--- src/rtl/jdd_pkg.sv ---
package jdd_pkg;

  typedef enum logic [1:0] {
    MODE_OFF  = 2'b00,
    MODE_RSV1 = 2'b01,
    MODE_RSV2 = 2'b10,
    MODE_ON   = 2'b11
  } det_mode_e;

  // hold time in ticks for a selector: 0, 1, 2 or 4 steps
  function automatic int unsigned hold_ticks(input logic [1:0] sel,
                                             input int unsigned step);
    case (sel)
      2'b00:   return 0;
      2'b01:   return step;
      2'b10:   return 2 * step;
      default: return 4 * step;
    endcase
  endfunction

  function automatic logic mode_enabled(input logic [1:0] mode);
    return mode == MODE_ON;
  endfunction

endpackage

--- src/rtl/jdd_sync.sv ---
module jdd_sync #(
  parameter int STAGES = 2
) (
  input  logic clk,
  input  logic rst_n,
  input  logic d_async,
  output logic d_sync
);
  logic [STAGES-1:0] chain;

  always_ff @(posedge clk or negedge rst_n) begin
    if (!rst_n) chain <= '0;
    else        chain <= {chain[STAGES-2:0], d_async};
  end

  assign d_sync = chain[STAGES-1];
endmodule

--- src/rtl/jdd_filter.sv ---
module jdd_filter #(
  parameter int unsigned TICKS_PER_STEP = 250
) (
  input  logic       clk,
  input  logic       rst_n,
  input  logic       enable,
  input  logic       level,
  input  logic       ms_tick,
  input  logic [1:0] rise_sel,
  input  logic [1:0] fall_sel,
  output logic       accepted,
  output logic       rise_evt,
  output logic       fall_evt
);
  import jdd_pkg::*;

  localparam int unsigned MAX_TICKS = 4 * TICKS_PER_STEP;
  localparam int CW = $clog2(MAX_TICKS + 1);

  logic [CW-1:0] cnt;
  logic [CW-1:0] limit;
  logic          differs;
  logic          take;

  always_comb begin
    limit   = level ? CW'(hold_ticks(rise_sel, TICKS_PER_STEP))
                    : CW'(hold_ticks(fall_sel, TICKS_PER_STEP));
    differs = enable && (level != accepted);
    take    = differs && ((limit == '0) || (ms_tick && (cnt + 1'b1 >= limit)));
  end

  always_ff @(posedge clk or negedge rst_n) begin
    if (!rst_n) begin
      accepted <= 1'b0;
      cnt      <= '0;
    end else if (!enable) begin
      accepted <= 1'b0;
      cnt      <= '0;
    end else if (!differs) begin
      cnt <= '0;
    end else if (take) begin
      accepted <= level;
      cnt      <= '0;
    end else if (ms_tick) begin
      cnt <= cnt + 1'b1;
    end
  end

  assign rise_evt = take && level;
  assign fall_evt = take && !level;
endmodule

--- src/rtl/jdd_flags.sv ---
module jdd_flags #(
  parameter int N = 2
) (
  input  logic         clk,
  input  logic         rst_n,
  input  logic         enable,
  input  logic [N-1:0] set_i,
  input  logic [N-1:0] clr_i,
  output logic [N-1:0] flag_o
);
  for (genvar i = 0; i < N; i++) begin : g_flag
    always_ff @(posedge clk or negedge rst_n) begin
      if (!rst_n)        flag_o[i] <= 1'b0;
      else if (!enable)  flag_o[i] <= 1'b0;
      else if (set_i[i]) flag_o[i] <= 1'b1;
      else if (clr_i[i]) flag_o[i] <= 1'b0;
    end
  end
endmodule

--- src/rtl/jack_detect_debounce.sv ---
module jack_detect_debounce #(
  parameter int unsigned TICKS_PER_STEP = 250,
  parameter int          SYNC_STAGES    = 2
) (
  input  logic       clk,
  input  logic       rst_n,
  input  logic       ms_tick,
  input  logic       sense_async,
  input  logic [1:0] det_mode,
  input  logic       det_invert,
  input  logic [1:0] rise_sel,
  input  logic [1:0] fall_sel,
  input  logic       plug_irq_clr,
  input  logic       unplug_irq_clr,
  output logic       plug_status,
  output logic       unplug_status,
  output logic       plug_irq,
  output logic       unplug_irq
);
  import jdd_pkg::*;

  logic       sense_sync;
  logic       level;
  logic       enabled;
  logic       accepted;
  logic       rise_evt;
  logic       fall_evt;
  logic [1:0] flags;

  assign enabled = mode_enabled(det_mode);

  jdd_sync #(.STAGES(SYNC_STAGES)) u_sync (
    .clk(clk), .rst_n(rst_n), .d_async(sense_async), .d_sync(sense_sync)
  );

  assign level = sense_sync ^ det_invert;

  jdd_filter #(.TICKS_PER_STEP(TICKS_PER_STEP)) u_filter (
    .clk(clk), .rst_n(rst_n), .enable(enabled), .level(level),
    .ms_tick(ms_tick), .rise_sel(rise_sel), .fall_sel(fall_sel),
    .accepted(accepted), .rise_evt(rise_evt), .fall_evt(fall_evt)
  );

  jdd_flags #(.N(2)) u_flags (
    .clk(clk), .rst_n(rst_n), .enable(enabled),
    .set_i({fall_evt, rise_evt}),
    .clr_i({unplug_irq_clr, plug_irq_clr}),
    .flag_o(flags)
  );

  assign plug_status   = enabled && accepted;
  assign unplug_status = enabled && !accepted;
  assign plug_irq      = flags[0];
  assign unplug_irq    = flags[1];
endmodule

--- config.mk ---
export PLATFORM = sky130hd
export DESIGN_NAME = jack_detect_debounce
export DESIGN_NICKNAME = d
export VERILOG_FILES = /design/src/rtl/jdd_pkg.sv /design/src/rtl/jdd_sync.sv /design/src/rtl/jdd_filter.sv /design/src/rtl/jdd_flags.sv /design/src/rtl/jack_detect_debounce.sv
export SDC_FILE = /design/constraint.sdc
export NUM_CORES = 1
export LEC_CHECK = 0
export CORE_ASPECT_RATIO = 1.2
export CORE_UTILIZATION = 54
export DETAILED_ROUTE_END_ITERATION = 8
export HOLD_SLACK_MARGIN = 0.03
export PLACE_DENSITY = 0.84
export SYNTH_ARGS = -nofsm -noshare
export SYNTH_HDL_FRONTEND = slang
export SYNTH_SLANG_ARGS = --single-unit
--- constraint.sdc ---
create_clock -name clk -period 3.53 [get_ports clk]
set_clock_uncertainty 0.15 [all_clocks]
set_input_delay 0.353 -clock clk [delete_from_list [all_inputs] [get_ports clk]]
set_output_delay 0.353 -clock clk [all_outputs]
set_load 0.02 [all_outputs]
# --- After elaboration in Yosys (flattened, before gate mapping) ---
# Cells that the tools add are included.
# Widths: inputs -> output; s select.
op_classes:
  magnitude_cmp: 1
  reduce_logical: 14
  n_addsub: 1
  muxes: 16
  n_eq_ne: 11
  bitwise_logic: 1
op_table:
  columns: ["operator", "n"]
  rows:
  - ["$pmux 10 s3", 2]
  - ["$mux 10", 5]
  - ["$add 10x1->10 const B", 1]
  - ["$ge 10x10->1", 1]
  - ["$logic_not 10->1", 1]
  - ["$mux 1", 9]
  - ["$logic_and 1x1->1", 7]
  - ["$eq 2x2->1 const B", 3]
  - ["$ne 3x2->1 const B", 2]
  - ["$eq 2x1->1 const B", 2]
  - ["$logic_not 2->1", 2]
  - ["$ne 2x1->1 const B", 2]
  - ["$ne 4x4->1 const B", 1]
  - ["$logic_not 1->1", 2]
  - ["$reduce_and 2->1", 1]
  - ["$logic_or 1x1->1", 1]
  - ["$ne 1x1->1", 1]
  - ["$xor 1x1->1", 1]
word_totals:
  in_bits: 13
  regBits: 15
  wordCells: 49

# --- Depth between registers and ports, before layout ---
# Gate-level depths: netlist of run 1.
depth:
  ltp_word: 10
  ltp_mapped: 11
  ltp_nobuf: 11

# --- By module ---
# From an unflattened synthesis of run 1, not the netlist that was laid out.
hier_totals:
  hier_cells: 141
  hier_area_um2: 1360.1
by_module_without_submodules:
  columns: ["module", "area_each_um2", "cells_per_inst", "n_inst"]
  rows:
  - ["jdd_filter", 1186.1, 129, 1]
  - ["jdd_flags", 92.6, 6, 1]
  - ["jdd_sync", 50.0, 2, 1]
  - ["jack_detect_debounce", 31.3, 4, 1]

# --- Worst setup path before layout of run 1 ---
# Ideal clock, no wire load.
synth_path:
  path_type: "flip-flop to flip-flop"
  from: "reg u_sync.chain[1]"
  to: "reg u_filter.accepted"
  path_slack_ns: 0.674
  path_stages_with_launch: 10
  setup_ns: 0.125
  required_ns: 3.255
  t_arrival_ns: 2.581
  cell_sequence: "dfrtp_1 xnor2_2 clkbuf_1 mux2i_1 ha_1 o21ai_0 o221ai_1 and3_1 a211oi_4 mux2_4"
synth_via:
  elab_chain_len: 8
synth_rtl:
  columns: ["element", "line", "rtl"]
  rows:
  - ["from (decl)", "jdd_sync.sv:9", "logic [STAGES-1:0] chain;"]
  - ["from (signal assigned)", "jdd_sync.sv:13", "else chain <= {chain[STAGES-2:0], d_async};"]
  - ["$xor 1x1->1 *", "jack_detect_debounce.sv:36", "assign level = sense_sync ^ det_invert;"]
  - ["$mux 10", "jdd_filter.sv:26", "limit = level ? CW'(hold_ticks(rise_sel, TICKS_PER_STEP))"]
  - ["$ge 10x10->1", "jdd_filter.sv:29", "take = differs && ((limit == '0) || (ms_tick && (cnt + 1'b1 >= limit)));"]
  - ["$logic_and 1x1->1", "jdd_filter.sv:29", null]
  - ["$logic_or 1x1->1", "jdd_filter.sv:29", null]
  - ["$logic_and 1x1->1", "jdd_filter.sv:29", null]
  - ["$ne 2x1->1 (no source line)", null, null]
  - ["$reduce_and 2->1 (no source line)", null, null]
  - ["to (signal assigned)", "jdd_filter.sv:42", "accepted <= level;"]
  - ["to (decl)", "jdd_filter.sv:11", "output logic accepted,"]
# Every way passes the cells marked *; elsewhere a longest branch is shown, timed or not. The select of a mux whose other input is x is not followed.
# A chain may end at the register's enable or synchronous reset.

# --- Worst setup path in the final report of run 1 ---
layout_path:
  from: "in det_invert"
  to: "reg u_filter.cnt[0]"
layout_via:
  elab_chain_len: 9
layout_rtl:
  columns: ["element", "line", "rtl"]
  rows:
  - ["from (decl)", "jack_detect_debounce.sv:10", "input logic det_invert,"]
  - ["$xor 1x1->1 *", "jack_detect_debounce.sv:36", null]
  - ["$mux 10", "jdd_filter.sv:26", null]
  - ["$ge 10x10->1", "jdd_filter.sv:29", null]
  - ["$logic_and 1x1->1", "jdd_filter.sv:29", null]
  - ["$logic_or 1x1->1", "jdd_filter.sv:29", null]
  - ["$logic_and 1x1->1", "jdd_filter.sv:29", null]
  - ["$mux 10", "jdd_filter.sv:41", "end else if (take) begin"]
  - ["$mux 10", "jdd_filter.sv:39", "end else if (!differs) begin"]
  - ["$mux 10", "jdd_filter.sv:36", "end else if (!enable) begin"]
  - ["to (signal assigned)", "jdd_filter.sv:45", "cnt <= cnt + 1'b1;"]
  - ["to (decl)", "jdd_filter.sv:20", "logic [CW-1:0] cnt;"]
# Every way passes the cells marked *; elsewhere a longest branch is shown, timed or not.

==> results_dict.tcl, run 1 <==
set metrics [dict create \
    status "complete, no violations" \
    gr-usage-met2_pct 48.83 \
    mostFrequentLayoutCells "18 x ha_1, 16 x clkdlybuf4s50_1, 15 x dfrtp_1" \
    slew_viol_final 0 \
    dieArea_mm2 0.002543 \
    critPathMaxFanout 12 \
    portBuffers 16 \
    top_usage_layer "met2" \
    ys_seq_area_share_pct 29.64 \
    worst_setup_path_start_kind "input pin" \
    fp-row-count 18 \
    cts.clk_slew.worst_paths_ps 80 \
    final_common_cell "ha_1" \
    drc 0 \
    finalCritPeriodShare_pct 85.99 \
    power.density_mw_per_mm2 237.2 \
    synth_top_area_share_pct 29.64 \
    antenna_left 0 \
    synthCells 124 \
    placed_cells 172 \
    maxCapViolCount 0 \
    dp_hpwl_um 2233 \
    synthFlopType "dfrtp_1" \
    firstDrtPassIters 4 \
    power_switching_mw 0.09805 \
    holdCritPathClass "reg2reg" \
    switching_share_pct 27.40 \
    timing.fmax_mhz 329.4 \
    grt_pass1_wl_um 4422 \
    synth-edff-count 0 \
    p_leak_nw 0.7329 \
    fillers 173 \
    core_area_mm2 0.002140 \
    finalWirelength_um 2693 \
    antenna_found_initial 0 \
    worstMarginPinSlew_ps 648.4 \
    io_pins 17 \
    ctsLongestPathBuffers 2 \
    grtUsageMet3_pct 4.221 \
    grt_usage_pct 24.61 \
    die_h_um 55.05 \
    nNetsFinal 178 \
    hold_viol 0 \
    cts.repair.resized 0 \
    vias 1046 \
    gr-total-overflow 0 \
    syn_nets 155 \
    async_flop_share_pct 100.0 \
    drt_iter0_drc 16 \
    clockRootBuffer "clkbuf_4" \
    layout-drive-gt1-share_pct 10.27 \
    syn_to_final_growth_pct 19.17 \
    internal-power_mw 0.2598 \
    seq_power_share_pct 48.9 \
    yosysUniqueCellTypes 35 \
    cp.required_ps 3600 \
    fp.dieW_um 46.21 \
    fin_tns_setup_ps 0 \
    ys_top_cells_by_area "dfrtp_1 30%, ha_1 18%, a22o_1 4.2%, xnor2_1 4.2%, nand2b_1 3.5%" \
    hold_buffers 0 \
    use_met1_pct 25.75 \
    finalSetupViolCount 0 \
    numCtsBuffers 3 \
    end_kind "flip-flop" \
    syn_avg_cell_area_um2 10.21 \
    vdd_ir_drop_max_v 0.0002709 \
    clk_latency_ps 280 \
    synth_top_cell_by_area "dfrtp_1" \
    min_period_ps 3035 \
    rsz0062_at_grt "no" \
    power_frac_comb_pct 24.8 \
    start_util_pct 59.18 \
    critical_path_arrival_ps 3110 \
    gp_congestion 0.8247 \
    slew-limit-headroom_pct 56.54 \
    grt_max_degree 16 \
    clkPwrFrac_pct 26.2 \
    worstSetupPathType "in2reg" \
    post-cts-setup-buffers 0 \
    cts_tree "built" \
    cts_max_level 1 \
    yosys_warnings 0 \
    syn-cell-area_mm2 0.001266 \
    avgRoutedWirePerCell_um 15.30 \
    stdcell_count 176 \
    cts.sinks 15 \
    antenna-diode-count 0 \
    grt_pass1_vias 1055 \
    via_per_inst 5.943 \
    ys_ff_latch 15 \
]
==> final timing paths <==
check	slack (ps)	from	endpoint	cells after the start
max reg2reg	650	u_sync.chain[1]$_DFF_PN0_	u_filter.cnt[0]$_DFFE_PN0P_	9
max	490	det_invert	u_filter.cnt[0]$_DFFE_PN0P_	10
min	220	u_sync.chain[0]$_DFF_PN0_	u_sync.chain[1]$_DFF_PN0_	0
min in group asynchronous	320	rst_n	u_flags.flag_o[0]$_DFFE_PN0P_	1
min reg2reg	220	u_sync.chain[0]$_DFF_PN0_	u_sync.chain[1]$_DFF_PN0_	0
max in group asynchronous	2500	rst_n	u_filter.cnt[8]$_DFFE_PN0P_	1
==> routing by layer <==
layer | vias up | part of all wire (%)
met1 | 503 | 39
met4 | 0 | 0.71
met2 | 26 | 56
met3 | 4 | 3.8
li1 | 513 | -
met5 | - | 0
==> flip-flops by register name, indices dropped and copies added, names as in the netlist <==
| signal | count |
|---|---|
| u_sync.chain | 2 |
| u_filter.cnt | 10 |
| u_flags.flag_o | 2 |
| u_filter.accepted | 1 |
==> critical path, stage by stage <==
cell and delay, ps:
clkdlybuf4s50_1 450, xnor2_2 210, buf_4 220, mux2_2 380, ha_1 310, a211oi_1 240
o21bai_1 180, a21o_1 250, nor3_4 290, mux2_2 210
==> final cells by class <==
type | instances | area [µm²] | share of cell area [%]
flip-flops and latches | 15 | 375.4 | 24.88
clock buffers | 4 | 26.28 | 1.741
well taps | 30 | 37.54 | 2.488
inverters | 9 | 33.78 | 2.239
repair buffers | 19 | 182.7 | 12.11
multi-input cells | 99 | 853.3 | 56.55
==> cells in the mapped netlist (2+ instances only) <==
| cell | n |
|---|---|
| a2111oi_0 | 3 |
| a211oi_1 | 3 |
| a21o_1 | 4 |
| a22o_1 | 6 |
| and3_1 | 6 |
| dfrtp_1 | 15 |
| ha_1 | 18 |
| inv_1 | 9 |
| mux2_2 | 2 |
| mux2i_1 | 4 |
| nand2_1 | 7 |
| nand2b_1 | 7 |
| nand3_1 | 5 |
| nand4_1 | 2 |
| nand4b_1 | 2 |
| nor2_1 | 5 |
| o21ai_0 | 3 |
| xnor2_1 | 6 |
==> through the flow <==
| step | hold WS [ps] | instance area (µm²) | power, mW | util, % | setup slack, ps |
|---|---|---|---|---|---|
| after floorplan | -92.59 | 1266 | 0.2284 | - | 674.3 |
| after global placement | 194.2 | 1483 | 0.2630 | 69.30 | 280.4 |
| after detailed placement | 200.9 | 1483 | 0.2673 | 69.30 | 203.4 |
| after CTS | 219.8 | 1509 | 0.3627 | 70.53 | 490.4 |
| after global routing | 231.4 | 1509 | 0.3807 | 70.53 | 347.5 |
| final | 217.1 | 1509 | 0.3579 | 70.53 | 494.6 |
==> power by group through the flow <==
stage / Combinational, mW / Clock, mW / Sequential [mW]
after floorplan: 0.0501 / 0 / 0.178
after global placement: 0.0844 / 0 / 0.179
after detailed placement: 0.0887 / 0 / 0.179
after CTS: 0.0891 / 0.0985 / 0.175
after global routing: 0.0987 / 0.106 / 0.175
final: 0.0889 / 0.0938 / 0.175
==> logic make-up after synthesis <==
kind of cell               Yosys count  synth area share, %
DFF                                 15                29.64
muxes                                7                6.126
buffers and inverters               10                2.964
and+or+nand+nor                     39                18.68
adders and majority gates           18                17.79
AOI/OAI and AO/OA                   28                19.37
xor gates and xnor gates             7                5.435
(Power assumes the default switching activity.)
==> run 2: changes to the inputs <==
--- a/config.mk
+++ b/config.mk
@@ -9,7 +9,9 @@
 export CORE_UTILIZATION = 54
 export DETAILED_ROUTE_END_ITERATION = 8
 export HOLD_SLACK_MARGIN = 0.03
-export PLACE_DENSITY = 0.84
+export PLACE_DENSITY = 0.79
+export SKIP_CTS_REPAIR_TIMING = 1
 export SYNTH_ARGS = -nofsm -noshare
 export SYNTH_HDL_FRONTEND = slang
 export SYNTH_SLANG_ARGS = --single-unit
+export TNS_END_PERCENT = 5
==> run 2 against run 1 <==
Effect of this change: sequential share of layout area hardly changed; via count is 3.3% higher; die area stayed put; setup slack worse by 110 ps; final area hardly changed; hold slack better by 7.4 ps; critical endpoint unchanged; clock power is 9% higher; global-route usage is 0.25 points lower; fmax is 3.5% lower; routed wire length is 3.5% higher; largest cell class unchanged.
==> results_dict.tcl, run 2 (synthesized netlist as in run 1, its figures left out) <==
set metrics [dict create \
    hp-start "u_sync.chain[0]$_DFF_PN0_" \
    holdCritPathClass "reg2reg" \
    via_per_inst 6.136 \
    hold_ws_ps 224.5 \
    nNetsFinal 178 \
    cp.required_ps 3610 \
    grt_max_degree 16 \
    grt_pass1_vias 1021 \
    critPathMaxFanout 12 \
    stdcell_count 176 \
    met3_length_um 162 \
    r2r-start "u_sync.chain[1]$_DFF_PN0_" \
    largest_register_ffs 10 \
    start_util_pct 59.18 \
    avgRoutedWirePerCell_um 15.83 \
    vias 1080 \
    place_ws_ps 205.7 \
    cts.clk_slew.worst_paths_ps 90 \
    worstSetupPathType "in2reg" \
    mostFrequentLayoutCells "18 x ha_1, 16 x clkdlybuf4s50_1, 15 x dfrtp_1" \
    worst_setup_path_start_kind "input pin" \
    slew-limit-headroom_pct 55.18 \
    dp_hpwl_um 2224 \
    hold_viol 0 \
    portBuffers 16 \
    fp-row-count 18 \
    whs_path_depth 0 \
    p_leak_nw 0.7357 \
    placed_cells 172 \
    fillers 170 \
    syn_to_final_growth_pct 19.27 \
    wl_met1_um 1129 \
    clk_latency_ps 290 \
    vdd_ir_drop_max_v 0.0002551 \
    gp_congestion 0.8193 \
    end_kind "flip-flop" \
    core_area_mm2 0.002140 \
    drt_iter0_drc 26 \
    finalWirelength_um 2786 \
    finalWorstSetupSlack_ps 385.4 \
    routed.top_layer "met4" \
    slew_viol_final 0 \
    antenna_left 0 \
    rsz0062_at_grt "no" \
    fp.dieW_um 46.21 \
    maxCapViolCount 0 \
    antenna-diode-count 0 \
    cts_max_level 1 \
    multi_input_area_um2 853.3 \
    io_pins 17 \
    clockRootBuffer "clkbuf_4" \
    r2r_slack_ps 510 \
    firstDrtPassIters 6 \
    register_area_um2 375.4 \
    numCtsBuffers 3 \
    ctsLongestPathBuffers 2 \
    fin_tns_setup_ps 0 \
    finalCritPeriodShare_pct 89.08 \
    wl_met2_um 1419 \
    gr-total-overflow 0 \
    hold_path_end "u_sync.chain[1]$_DFF_PN0_" \
    cts.sinks 15 \
    r2r-end "u_filter.cnt[0]$_DFFE_PN0P_" \
    antenna_found_initial 0 \
    min_period_ps 3145 \
    power.density_mw_per_mm2 243.6 \
    grt_usage_pct 24.36 \
    die_h_um 55.05 \
    regMostFlops "u_filter.cnt" \
    finalSetupViolCount 0 \
    worstMarginPinSlew_ps 670.2 \
    final_common_cell "ha_1" \
    layout-drive-gt1-share_pct 10.96 \
    utilization_pct 70.58 \
    drc 0 \
    dieArea_mm2 0.002543 \
    critical_path_arrival_ps 3230 \
    timing.fmax_mhz 318.0 \
    top_regs "u_filter.cnt: 10 flops, u_flags.flag_o: 2 flops, u_sync.chain: 2 flops" \
    status "complete, no violations" \
    grt_pass1_wl_um 4305 \
    worst-r2r-cell-count 9 \
    cts_tree "built" \
]
-- run 2: where the power goes --
group	switching [mW]	internal, mW	total (mW)
clock network	0.0598	0.0421	0.102
registers	0.00171	0.174	0.175
logic	0.0478	0.0429	0.0907
-- run 2: metrics by stage --
step                      power, mW  area, µm²
after floorplan              0.2284       1266
after global placement       0.2634       1483
after detailed placement     0.2678       1483
after CTS                    0.3710       1510
after global routing         0.3864       1510
final                        0.3679       1510
-- run 2: worst max-delay path by stage --
stage | startpoint | to | slack [ps] | cells after the start
after floorplan | u_sync.chain[1]$_DFF_PN0_ | u_filter.accepted$_DFFE_PN0P_ | 670 | 9
after global placement | det_invert | u_filter.cnt[0]$_DFFE_PN0P_ | 270 | 10
after detailed placement | det_invert | u_filter.cnt[0]$_DFFE_PN0P_ | 210 | 10
after CTS | det_invert | u_filter.cnt[0]$_DFFE_PN0P_ | 450 | 10
after global routing | det_invert | u_filter.cnt[2]$_DFFE_PN0P_ | 280 | 10
final | det_invert | u_filter.cnt[0]$_DFFE_PN0P_ | 390 | 10
-- run 2: worst max-delay path, stage by stage --
cell	delay (ps)
clkdlybuf4s50_1	440
xnor2_2	220
buf_4	220
mux2_2	380
ha_1	310
a211oi_1	330
o21bai_1	200
a21o_1	240
nor3_4	300
mux2_2	220
-- run 2: area by class of cell --
| class | count | area share, % |
|---|---|---|
| Clock buffer | 3 | 1.491 |
| Clock inverter | 1 | 0.3314 |
| Inverter | 9 | 2.237 |
| Multi-Input combinational cell | 99 | 56.50 |
| Sequential cell | 15 | 24.85 |
| Tap cell | 30 | 2.485 |
| Timing Repair Buffer | 19 | 12.10 |
-- run 2: layer usage --
layer  GRT usage, %  up-vias
met5              0        -
met1          24.60      517
met4          8.824        0
met3          4.545       15
li1               -      508
met2          48.12       40
==> run 3: changes to the inputs <==
--- a/config.mk
+++ b/config.mk
@@ -6,8 +6,11 @@
 export NUM_CORES = 1
 export LEC_CHECK = 0
 export CORE_ASPECT_RATIO = 1.2
+export CORE_MARGIN = 3
 export CORE_UTILIZATION = 54
 export DETAILED_ROUTE_END_ITERATION = 8
+export GPL_ROUTABILITY_DRIVEN = 1
+export GPL_TIMING_DRIVEN = 0
 export HOLD_SLACK_MARGIN = 0.03
 export PLACE_DENSITY = 0.79
 export SKIP_CTS_REPAIR_TIMING = 1
==> run 3 against run 2 <==
Effect of this change: setup slack got worse by 140 ps; critical path depth unchanged; count of clock-buffer cells in the layout unchanged; register-to-register slack got worse by 130 ps; sequential power about the same; utilization decreased by 0.82 points; critical path type unchanged; largest power group unchanged; highest routed layer unchanged.
==> results_dict.tcl, run 3 (synthesized netlist as in run 1, its figures left out) <==
set metrics [dict create \
    critPathMaxFanout 8 \
    dp_hpwl_um 2137 \
    p_leak_nw 0.7253 \
    gp_congestion 0.8466 \
    cts_tree "built" \
    stdcell_area_mm2 0.001493 \
    clockRootBuffer "clkbuf_4" \
    avgRoutedWirePerCell_um 14.96 \
    firstDrtPassIters 4 \
    start_util_pct 59.18 \
    hold_viol 0 \
    portBuffers 16 \
    drt_iter0_drc 17 \
    grt_pass1_wl_um 4319 \
    mostFrequentLayoutCells "18 x ha_1, 16 x clkdlybuf4s50_1, 15 x dfrtp_1" \
    maxCapViolCount 0 \
    finalCritPeriodShare_pct 93.14 \
    regMostFlops "u_filter.cnt" \
    numCtsBuffers 3 \
    cts.clk_slew.worst_paths_ps 100 \
    grt_pass1_vias 1030 \
    rsz0062_at_grt "no" \
    holdCritPathClass "reg2reg" \
    die_h_um 59.05 \
    fillers 164 \
    cp.required_ps 3560 \
    status "complete, no violations" \
    register_area_um2 375.4 \
    vias 1019 \
    worstSetupPathType "in2reg" \
    hold_ws_ps 231.9 \
    core_area_mm2 0.002140 \
    ctsLongestPathBuffers 2 \
    power.density_mw_per_mm2 242.6 \
    dieArea_mm2 0.002964 \
    critical_path_arrival_ps 3320 \
    largest_register_ffs 10 \
    finalSetupViolCount 0 \
    timing.fmax_mhz 304.2 \
    grt_max_degree 16 \
    min_period_ps 3288 \
    fin_tns_setup_ps 0 \
    slew_viol_final 0 \
    placed_cells 170 \
    worst_setup_path_start_kind "input pin" \
    layout-drive-gt1-share_pct 9.722 \
    slew-limit-headroom_pct 53.54 \
    multi_input_area_um2 853.3 \
    cts.sinks 15 \
    antenna_left 0 \
    end_kind "flip-flop" \
    drc 0 \
    nNetsFinal 176 \
    stdcell_count 174 \
    finalWirelength_um 2603 \
    final_common_cell "ha_1" \
    utilization_pct 69.77 \
    vdd_ir_drop_max_v 0.0002132 \
    fp-row-count 18 \
    worstMarginPinSlew_ps 694.7 \
    grt_usage_pct 19.26 \
    fp.dieW_um 50.21 \
    antenna-diode-count 0 \
    clk_latency_ps 290 \
    top_regs "u_filter.cnt: 10 flops, u_flags.flag_o: 2 flops, u_sync.chain: 2 flops" \
    via_per_inst 5.856 \
    cts_max_level 1 \
    syn_to_final_growth_pct 17.89 \
    antenna_found_initial 0 \
    gr-total-overflow 0 \
    post_dp_cell_area_mm2 0.001464 \
    io_pins 17 \
]
-- run 3: routing by layer --
layer	part of all wire [%]	GRT usage, %	vias to the layer above
li1	-	-	505
met4	2.3	8.696	0
met1	43	21.15	487
met3	4.0	3.526	7
met2	51	35.63	20
met5	0	0	-
-- run 3: final cells by class --
class | count | share of cell area, %
multi-input combinational | 99 | 57.17
clock inverter | 1 | 0.3353
timing repair buffer | 16 | 10.73
sequential | 15 | 25.15
tap | 30 | 2.515
buffer | 1 | 0.3353
inverter | 9 | 2.263
clock buffer | 3 | 1.509
-- run 3: path summary, 6_finish.rpt --
path	end	startpoint	slack [ps]	cells after the start
hold / removal	u_sync.chain[1]$_DFF_PN0_	u_sync.chain[0]$_DFF_PN0_	230	0
max in group asynchronous	u_filter.cnt[2]$_DFFE_PN0P_	rst_n	2470	1
min in group asynchronous	u_flags.flag_o[1]$_DFFE_PN0P_	rst_n	330	1
setup / recovery	u_filter.accepted$_DFFE_PN0P_	det_invert	240	10
hold reg to reg	u_sync.chain[1]$_DFF_PN0_	u_sync.chain[0]$_DFF_PN0_	230	0
setup reg to reg	u_filter.accepted$_DFFE_PN0P_	u_sync.chain[1]$_DFF_PN0_	380	9
-- run 3: report_power, final --
| group | internal [mW] | switching, mW |
|---|---|---|
| clock | 0.0421 | 0.0602 |
| combinational | 0.0386 | 0.0461 |
| sequential | 0.174 | 0.00157 |
-- run 3: worst max-delay path, cell delays in order --
cell and delay (ps):
clkdlybuf4s50_1 440, xnor2_2 410, mux2i_1 400, inv_1 90, ha_1 320, a211oi_1 240, o221ai_1 200, and3_1 250
a211oi_4 290, mux2_4 330
-- run 3: stage by stage --
step	setup WS (ps)	total power, mW
finish	242.2	0.3621
floorplan	674.3	0.2284
global placement	-67.32	0.2591
detailed placement	-120.8	0.2629
CTS	175.9	0.3625
global route	28.95	0.3765
